`src/rtl/dma_sc_pkg.sv`:
```
package dma_sc_pkg;

    localparam int ADDR_W = 24;
    localparam int IOA_W  = 16;
    localparam int DATA_W = 16;
    localparam int CFG_W  = 32;

    localparam logic [1:0] RIDX_IO   = 2'd0;
    localparam logic [1:0] RIDX_MEM  = 2'd1;
    localparam logic [1:0] RIDX_CNT  = 2'd2;
    localparam logic [1:0] RIDX_CTRL = 2'd3;

    typedef enum logic [1:0] {
        PH_IDLE  = 2'd0,
        PH_READ  = 2'd1,
        PH_WRITE = 2'd2
    } phase_e;

    // bit 3 single-address mode, bit 2 word size, bit 1 direction, bit 0 enable
    typedef struct packed {
        logic single;
        logic word;
        logic dir;
        logic en;
    } ctrl_t;

    function automatic logic [ADDR_W-1:0] io_full(input logic [IOA_W-1:0] low);
        return {{(ADDR_W-IOA_W){1'b1}}, low};
    endfunction

    function automatic logic [ADDR_W-1:0] mem_step(input logic word);
        return word ? ADDR_W'(2) : ADDR_W'(1);
    endfunction

endpackage

```
`src/rtl/dma_sc_regs.sv`:
```
module dma_sc_regs
    import dma_sc_pkg::*;
#(
    parameter int CNT_W = 16
) (
    input  logic                 clk,
    input  logic                 rst,
    input  logic                 cfg_we,
    input  logic [1:0]           cfg_addr,
    input  logic [CFG_W-1:0]     cfg_wdata,
    output logic [CFG_W-1:0]     cfg_rdata,
    input  logic                 busy,
    input  logic                 done,
    output logic [IOA_W-1:0]     io_q,
    output logic [ADDR_W-1:0]    mem_q,
    output logic [CNT_W-1:0]     cnt_q,
    output ctrl_t                ctrl_q,
    output logic                 xfer_end
);

    localparam logic [CNT_W-1:0] CNT_ONE = CNT_W'(1);

    ctrl_t pend_q;
    logic  pend_v;
    logic  idle_wr;
    logic  last;
    ctrl_t ctrl_done;

    assign idle_wr = cfg_we && !busy;
    assign last    = (cnt_q == CNT_ONE);

    always_comb begin
        if (cfg_we && cfg_addr == RIDX_CTRL)
            ctrl_done = ctrl_t'(cfg_wdata[3:0]);
        else if (pend_v)
            ctrl_done = pend_q;
        else
            ctrl_done = ctrl_q;
        if (last)
            ctrl_done.en = 1'b0;
    end

    // No reset term: contents survive reset
    always_ff @(posedge clk) begin
        if (idle_wr && cfg_addr == RIDX_IO)
            io_q <= cfg_wdata[IOA_W-1:0];
        if (done)
            cnt_q <= cnt_q - CNT_ONE;
        else if (idle_wr && cfg_addr == RIDX_CNT)
            cnt_q <= cfg_wdata[CNT_W-1:0];
    end

    always_ff @(posedge clk) begin
        if (rst) begin
            mem_q    <= '0;
            ctrl_q   <= '0;
            pend_q   <= '0;
            pend_v   <= 1'b0;
            xfer_end <= 1'b0;
        end else begin
            xfer_end <= done && last;
            if (done) begin
                mem_q  <= mem_q + mem_step(ctrl_q.word);
                ctrl_q <= ctrl_done;
                pend_v <= 1'b0;
            end else if (cfg_we && busy) begin
                if (cfg_addr == RIDX_CTRL) begin
                    pend_q <= ctrl_t'(cfg_wdata[3:0]);
                    pend_v <= 1'b1;
                end
            end else if (idle_wr) begin
                if (cfg_addr == RIDX_MEM)
                    mem_q <= cfg_wdata[ADDR_W-1:0];
                if (cfg_addr == RIDX_CTRL)
                    ctrl_q <= ctrl_t'(cfg_wdata[3:0]);
            end
        end
    end

    always_comb begin
        cfg_rdata = '0;
        case (cfg_addr)
            RIDX_IO:   cfg_rdata[IOA_W-1:0]  = io_q;
            RIDX_MEM:  cfg_rdata[ADDR_W-1:0] = mem_q;
            RIDX_CNT:  cfg_rdata[CNT_W-1:0]  = cnt_q;
            default:   cfg_rdata[3:0]        = ctrl_q;
        endcase
    end

endmodule

```
`src/rtl/dma_sc_seq.sv`:
```
module dma_sc_seq
    import dma_sc_pkg::*;
(
    input  logic               clk,
    input  logic               rst,
    input  ctrl_t              ctrl_q,
    input  logic [IOA_W-1:0]   io_q,
    input  logic [ADDR_W-1:0]  mem_q,
    input  logic               xfer_req,
    input  logic [DATA_W-1:0]  bus_rdata,
    input  logic               bus_ready,
    output logic               bus_valid,
    output logic               bus_write,
    output logic               bus_word,
    output logic [ADDR_W-1:0]  bus_addr,
    output logic [DATA_W-1:0]  bus_wdata,
    output logic               busy,
    output logic               done
);

    phase_e             ph_q;
    logic [DATA_W-1:0]  data_q;
    logic               start;
    logic [ADDR_W-1:0]  io_addr;
    logic [ADDR_W-1:0]  src_addr;
    logic [ADDR_W-1:0]  dst_addr;

    assign start    = (ph_q == PH_IDLE) && xfer_req && ctrl_q.en && !ctrl_q.single;
    assign busy     = (ph_q != PH_IDLE);
    assign done     = (ph_q == PH_WRITE) && bus_ready;
    assign io_addr  = io_full(io_q);
    assign src_addr = ctrl_q.dir ? io_addr : mem_q;
    assign dst_addr = ctrl_q.dir ? mem_q : io_addr;

    always_ff @(posedge clk) begin
        if (rst) begin
            ph_q   <= PH_IDLE;
            data_q <= '0;
        end else begin
            case (ph_q)
                PH_IDLE:  if (start) ph_q <= PH_READ;
                PH_READ:  if (bus_ready) begin
                              data_q <= bus_rdata;
                              ph_q   <= PH_WRITE;
                          end
                PH_WRITE: if (bus_ready) ph_q <= PH_IDLE;
                default:  ph_q <= PH_IDLE;
            endcase
        end
    end

    assign bus_valid = busy;
    assign bus_write = (ph_q == PH_WRITE);
    assign bus_word  = ctrl_q.word;
    assign bus_addr  = (ph_q == PH_WRITE) ? dst_addr : src_addr;
    assign bus_wdata = data_q;

endmodule

```
`src/rtl/dma_short_chan.sv`:
```
module dma_short_chan
    import dma_sc_pkg::*;
#(
    parameter int CNT_W = 16
) (
    input  logic         clk,
    input  logic         rst,
    input  logic         cfg_we,
    input  logic [1:0]   cfg_addr,
    input  logic [31:0]  cfg_wdata,
    output logic [31:0]  cfg_rdata,
    input  logic         xfer_req,
    output logic         bus_valid,
    output logic         bus_write,
    output logic         bus_word,
    output logic [23:0]  bus_addr,
    output logic [15:0]  bus_wdata,
    input  logic [15:0]  bus_rdata,
    input  logic         bus_ready,
    output logic         xfer_end
);

    logic [IOA_W-1:0]  io_q;
    logic [ADDR_W-1:0] mem_q;
    logic [CNT_W-1:0]  cnt_q;
    ctrl_t             ctrl_q;
    logic              busy;
    logic              done;

    dma_sc_regs #(.CNT_W(CNT_W)) u_regs (
        .clk       (clk),
        .rst       (rst),
        .cfg_we    (cfg_we),
        .cfg_addr  (cfg_addr),
        .cfg_wdata (cfg_wdata),
        .cfg_rdata (cfg_rdata),
        .busy      (busy),
        .done      (done),
        .io_q      (io_q),
        .mem_q     (mem_q),
        .cnt_q     (cnt_q),
        .ctrl_q    (ctrl_q),
        .xfer_end  (xfer_end)
    );

    dma_sc_seq u_seq (
        .clk       (clk),
        .rst       (rst),
        .ctrl_q    (ctrl_q),
        .io_q      (io_q),
        .mem_q     (mem_q),
        .xfer_req  (xfer_req),
        .bus_rdata (bus_rdata),
        .bus_ready (bus_ready),
        .bus_valid (bus_valid),
        .bus_write (bus_write),
        .bus_word  (bus_word),
        .bus_addr  (bus_addr),
        .bus_wdata (bus_wdata),
        .busy      (busy),
        .done      (done)
    );

endmodule

```
`config.mk`:
```
export PLATFORM = sky130hd
export DESIGN_NAME = dma_short_chan
export DESIGN_NICKNAME = d
export VERILOG_FILES = /design/src/rtl/dma_sc_pkg.sv /design/src/rtl/dma_sc_regs.sv /design/src/rtl/dma_sc_seq.sv /design/src/rtl/dma_short_chan.sv
export SDC_FILE = /design/constraint.sdc
export NUM_CORES = 1
export LEC_CHECK = 0
export BUFFER_PORTS_ARGS = -buffer_cell sky130_fd_sc_hd__buf_2
export CAP_MARGIN = 20
export CORE_MARGIN = 1.5
export CORE_UTILIZATION = 40
export CTS_CLUSTER_SIZE = 20
export DETAILED_ROUTE_END_ITERATION = 8
export HOLD_SLACK_MARGIN = 0.06
export PLACE_DENSITY_LB_ADDON = 0.25
export SLEW_MARGIN = 30
export SYNTH_ARGS = -nofsm -noshare
export SYNTH_HDL_FRONTEND = slang
export SYNTH_SLANG_ARGS = --single-unit
```
`constraint.sdc`:
```
create_clock -name clk -period 2.4 [get_ports clk]
set_input_delay 0.24 -clock clk [delete_from_list [all_inputs] [get_ports clk]]
set_output_delay 0.24 -clock clk [all_outputs]
set_load 0.01 [all_outputs]
```
==> qor.yml <==
setup_path:
  crit_path_max_fanout: 9
  worstPathCellList: "inv_2, ha_1, inv_1, fa_2, nand3b_1, or3_4, or4_1, a311oi_1"
  max_stage_delay_ns: 0.47
  cp.buffers_inverters: 2
  cp_top_family: "simple AND/OR/NAND/NOR gates"
  required_ns: 2.66
  r2r_slack_ns: 0.13
  worst_setup_path_start_kind: "flip-flop"
  slowest_stage: "or4_1"
  crit_path_end_kind: "flip-flop"
  path_class: "reg -> reg"
  arrival_ns: 2.53
pwr:
  total_power_mw: 3.28
  leakage_nw: 2.37
  p_per_area_nw_per_um2: 559
  peakVddDrop_uv: 368
synth:
  syn-instance-count: 539
  synth-edff-count: 32
  synth-seq-cells: 84
  ys.flop_type: "dfxtp_1"
  synthAdderAreaFrac_pct: 1.46
  synth-compound-area-share_pct: 15.5
  ys_types: 61
  synth-simple-area-share_pct: 23.0
  synth_top_family_by_area: "simple AND/OR/NAND/NOR gates"
  syn_area_sq_um: 4790
  synthArstFlopShare_pct: 0
  ys_warn_count: 0
  syn_area_per_cell_sq_um: 8.88
  synth-seq-area-share_pct: 41.8
  synthXorXnorAreaFrac_pct: 3.11
  synthMuxAreaShare_pct: 9.41
floorplan:
  die_h_um: 112
  core.rowCount: 39
  dieArea_sq_um: 12600
  ioPinCount: 131
  core-area_sq_um: 11600
  die_w_um: 112
  initial_core_util_pct: 41.4
global_route:
  antenna_found_initial: 0
  grt_pass1_vias: 4239
  grt_pass1_wl_mm: 21.5
  grt_max_degree: 37
  grtUsageTotal_pct: 21.6
  grt_overflow: 0
drt:
  drt_iter0_drc: 241
  drc_errors: 10
  via_per_inst: 5.59
  final_antenna_net_count: 0
  vias: 4496
  drt-pass1-iter-count: 7
  wl_mm: 13.5
  wl_per_cell_um: 16.8
sta:
  tightest_slew_ns: 0.625
  fin_crit_sh_pct: 94.5
  worst_clock_skew_ns: 0.00686
  slew_headroom_pct: 58.1
  setup_viol: 0
  max_clock_freq_ghz: 0.441
  final-hold-violation-count: 0
  layout_min_cycle_time_ns: 2.27
  fin_ws_ns: 0.133
  fin_tns_setup_ns: 0
  grt_setup_unrepaired: "no"
  finalMaxSlewViolations: 0
  fin_hold_ws_ns: 0.113
clock_tree:
  cts_setup_buffers: 0
  tritoncts: "done"
  clkTransAtPathRegs_ns: 0.06
  cts_buffers: 9
  ctsLongestPathBuffers: 2
  htree_num_levels: 3
  insertion_delay_ns: 0.35
  root_buffer: "clkbuf_16"
  cts_hold_buf: 0
  cts_num_sinks: 84
final_layout:
  final-seq-area_sq_um: 2000
  diodes: 0
  multiInputGateArea_sq_um: 2560
  nNetsFinal: 716
  fillers: 1126
  drive_above_1_share_pct: 29.3
  area_growth_pct: 22.7
placed_design:
  preCtsSetupSlack_ns: 0.0399
  dp.final_hpwl_mm: 10.0
  place_congestion: 0.794
  portBuffers: 114
status:
  violations: "design-rule violations"
  status: "finished with violations"
flow_run:
  cap_violations: 0
min_path:
  hp-class: "in -> reg"
## report_power, final
| part | internal (mW) | total [mW] | switching, mW |
|---|---|---|---|
| Combinational | 0.177 | 0.404 | 0.228 |
| Sequential | 1.52 | 1.57 | 0.0504 |
| Clock | 0.729 | 1.30 | 0.574 |
| Total | 2.43 | 3.28 | 0.853 |
## layer usage
| layer | part of all wire, % | global-route usage [%] |
|---|---|---|
| met5 | 0 | 0 |
| met4 | 2.1 | 9.28 |
| met3 | 5.8 | 3.78 |
| met2 | 48 | 36.2 |
| met1 | 44 | 27.7 |
## final cells by class
class                      count  area share (%)
clock inverter                 4           0.405
inverter                      12           0.767
clock buffer                  12            4.20
tap                          143            3.05
sequential                    84            34.1
multi-input combinational    403            43.7
timing repair buffer         146            13.8
## registers in the layout, indices dropped and copies added (netlist names)
register	cells
u_regs.cnt_q	16
u_regs.mem_q	24
u_regs.io_q	16
u_regs.pend_q	4
u_seq.bus_wdata	16
u_regs.pend_v	1
u_regs.ctrl_q	4
u_seq.ph_q	2
u_regs.xfer_end	1
## layout by cell type, fill, tap and decap left out, types with 10 or more instances in the layout
cell | synthesis | final
edfxtp_1 | 32 | 32
nand3_1 | 13 | 13
xor2_1 | 10 | 10
mux2_2 | 16 | 16
a21oi_1 | 27 | 27
inv_1 | 12 | 11
o21ai_0 | 32 | 32
dfxtp_1 | 52 | 51
or4_1 | 12 | 12
nand2_1 | 96 | 96
nor2_1 | 32 | 32
and2_1 | 11 | 11
mux2i_1 | 18 | 18
a31oi_1 | 11 | 11
buf_2 | 8 | 114
buf_4 | 8 | 32
## logic make-up after synthesis
family | after synthesis
flops | 84
fa+ha+maj | 5
xor+xnor | 17
buf+inv | 59
other cells | 1
mux | 38
compound gates | 115
simple gates | 220
## worst paths after layout
path	to	cells past startpoint	startpoint
worst max-delay path	u_regs.mem_q[14]$_SDFFE_PP0P_	8	u_regs.ctrl_q[2]$_SDFFE_PP0P_
worst min-delay path	u_regs.io_q[13]$_DFFE_PP_	1	cfg_wdata[13]
worst max register to register	u_regs.mem_q[14]$_SDFFE_PP0P_	8	u_regs.ctrl_q[2]$_SDFFE_PP0P_
worst min register to register	u_seq.bus_wdata[6]$_SDFFE_PP0P_	2	u_seq.bus_wdata[6]$_SDFFE_PP0P_
## metrics by stage
| stage | util (%) | instance area, sq um | instances |
|---|---|---|---|
| floorplan | - | 4820 | 546 |
| global placement | 48.4 | 5590 | 788 |
| detailed placement | 48.4 | 5590 | 788 |
| CTS | 50.7 | 5870 | 804 |
| global route | 50.8 | 5870 | 804 |
| finish | 50.8 | 5870 | 804 |
## cells in the mapped netlist, types with 5 or more instances
cell,count,area share (%)
a211oi_1,9,1.4
a21oi_1,27,2.8
a311oi_1,9,1.6
a31oi_1,11,1.4
and2_1,11,1.4
buf_2,8,0.84
buf_4,8,1.3
clkbuf_1,27,2.1
dfxtp_1,52,22
edfxtp_1,32,20
inv_1,12,0.94
mux2_2,16,3.8
mux2i_1,18,3.8
nand2_1,96,7.5
nand2b_1,6,0.78
nand3_1,13,1.4
nand3b_1,5,0.78
nand4_1,6,0.78
nor2_1,32,2.5
nor3_1,7,0.73
nor4_1,9,1.2
o21ai_0,32,3.3
o311ai_0,6,1.1
or4_1,12,1.9
xnor2_1,7,1.3
xor2_1,10,1.8
## repair_timing
action,4_1_cts,5_1_grt
endpoints found under the setup margin,11,17
cloned,0,0
gates resized for setup,1,2
pin swaps,0,1
endpoints found under the hold margin,0,0
No activity file was read; power rests on OpenSTA's default activity.
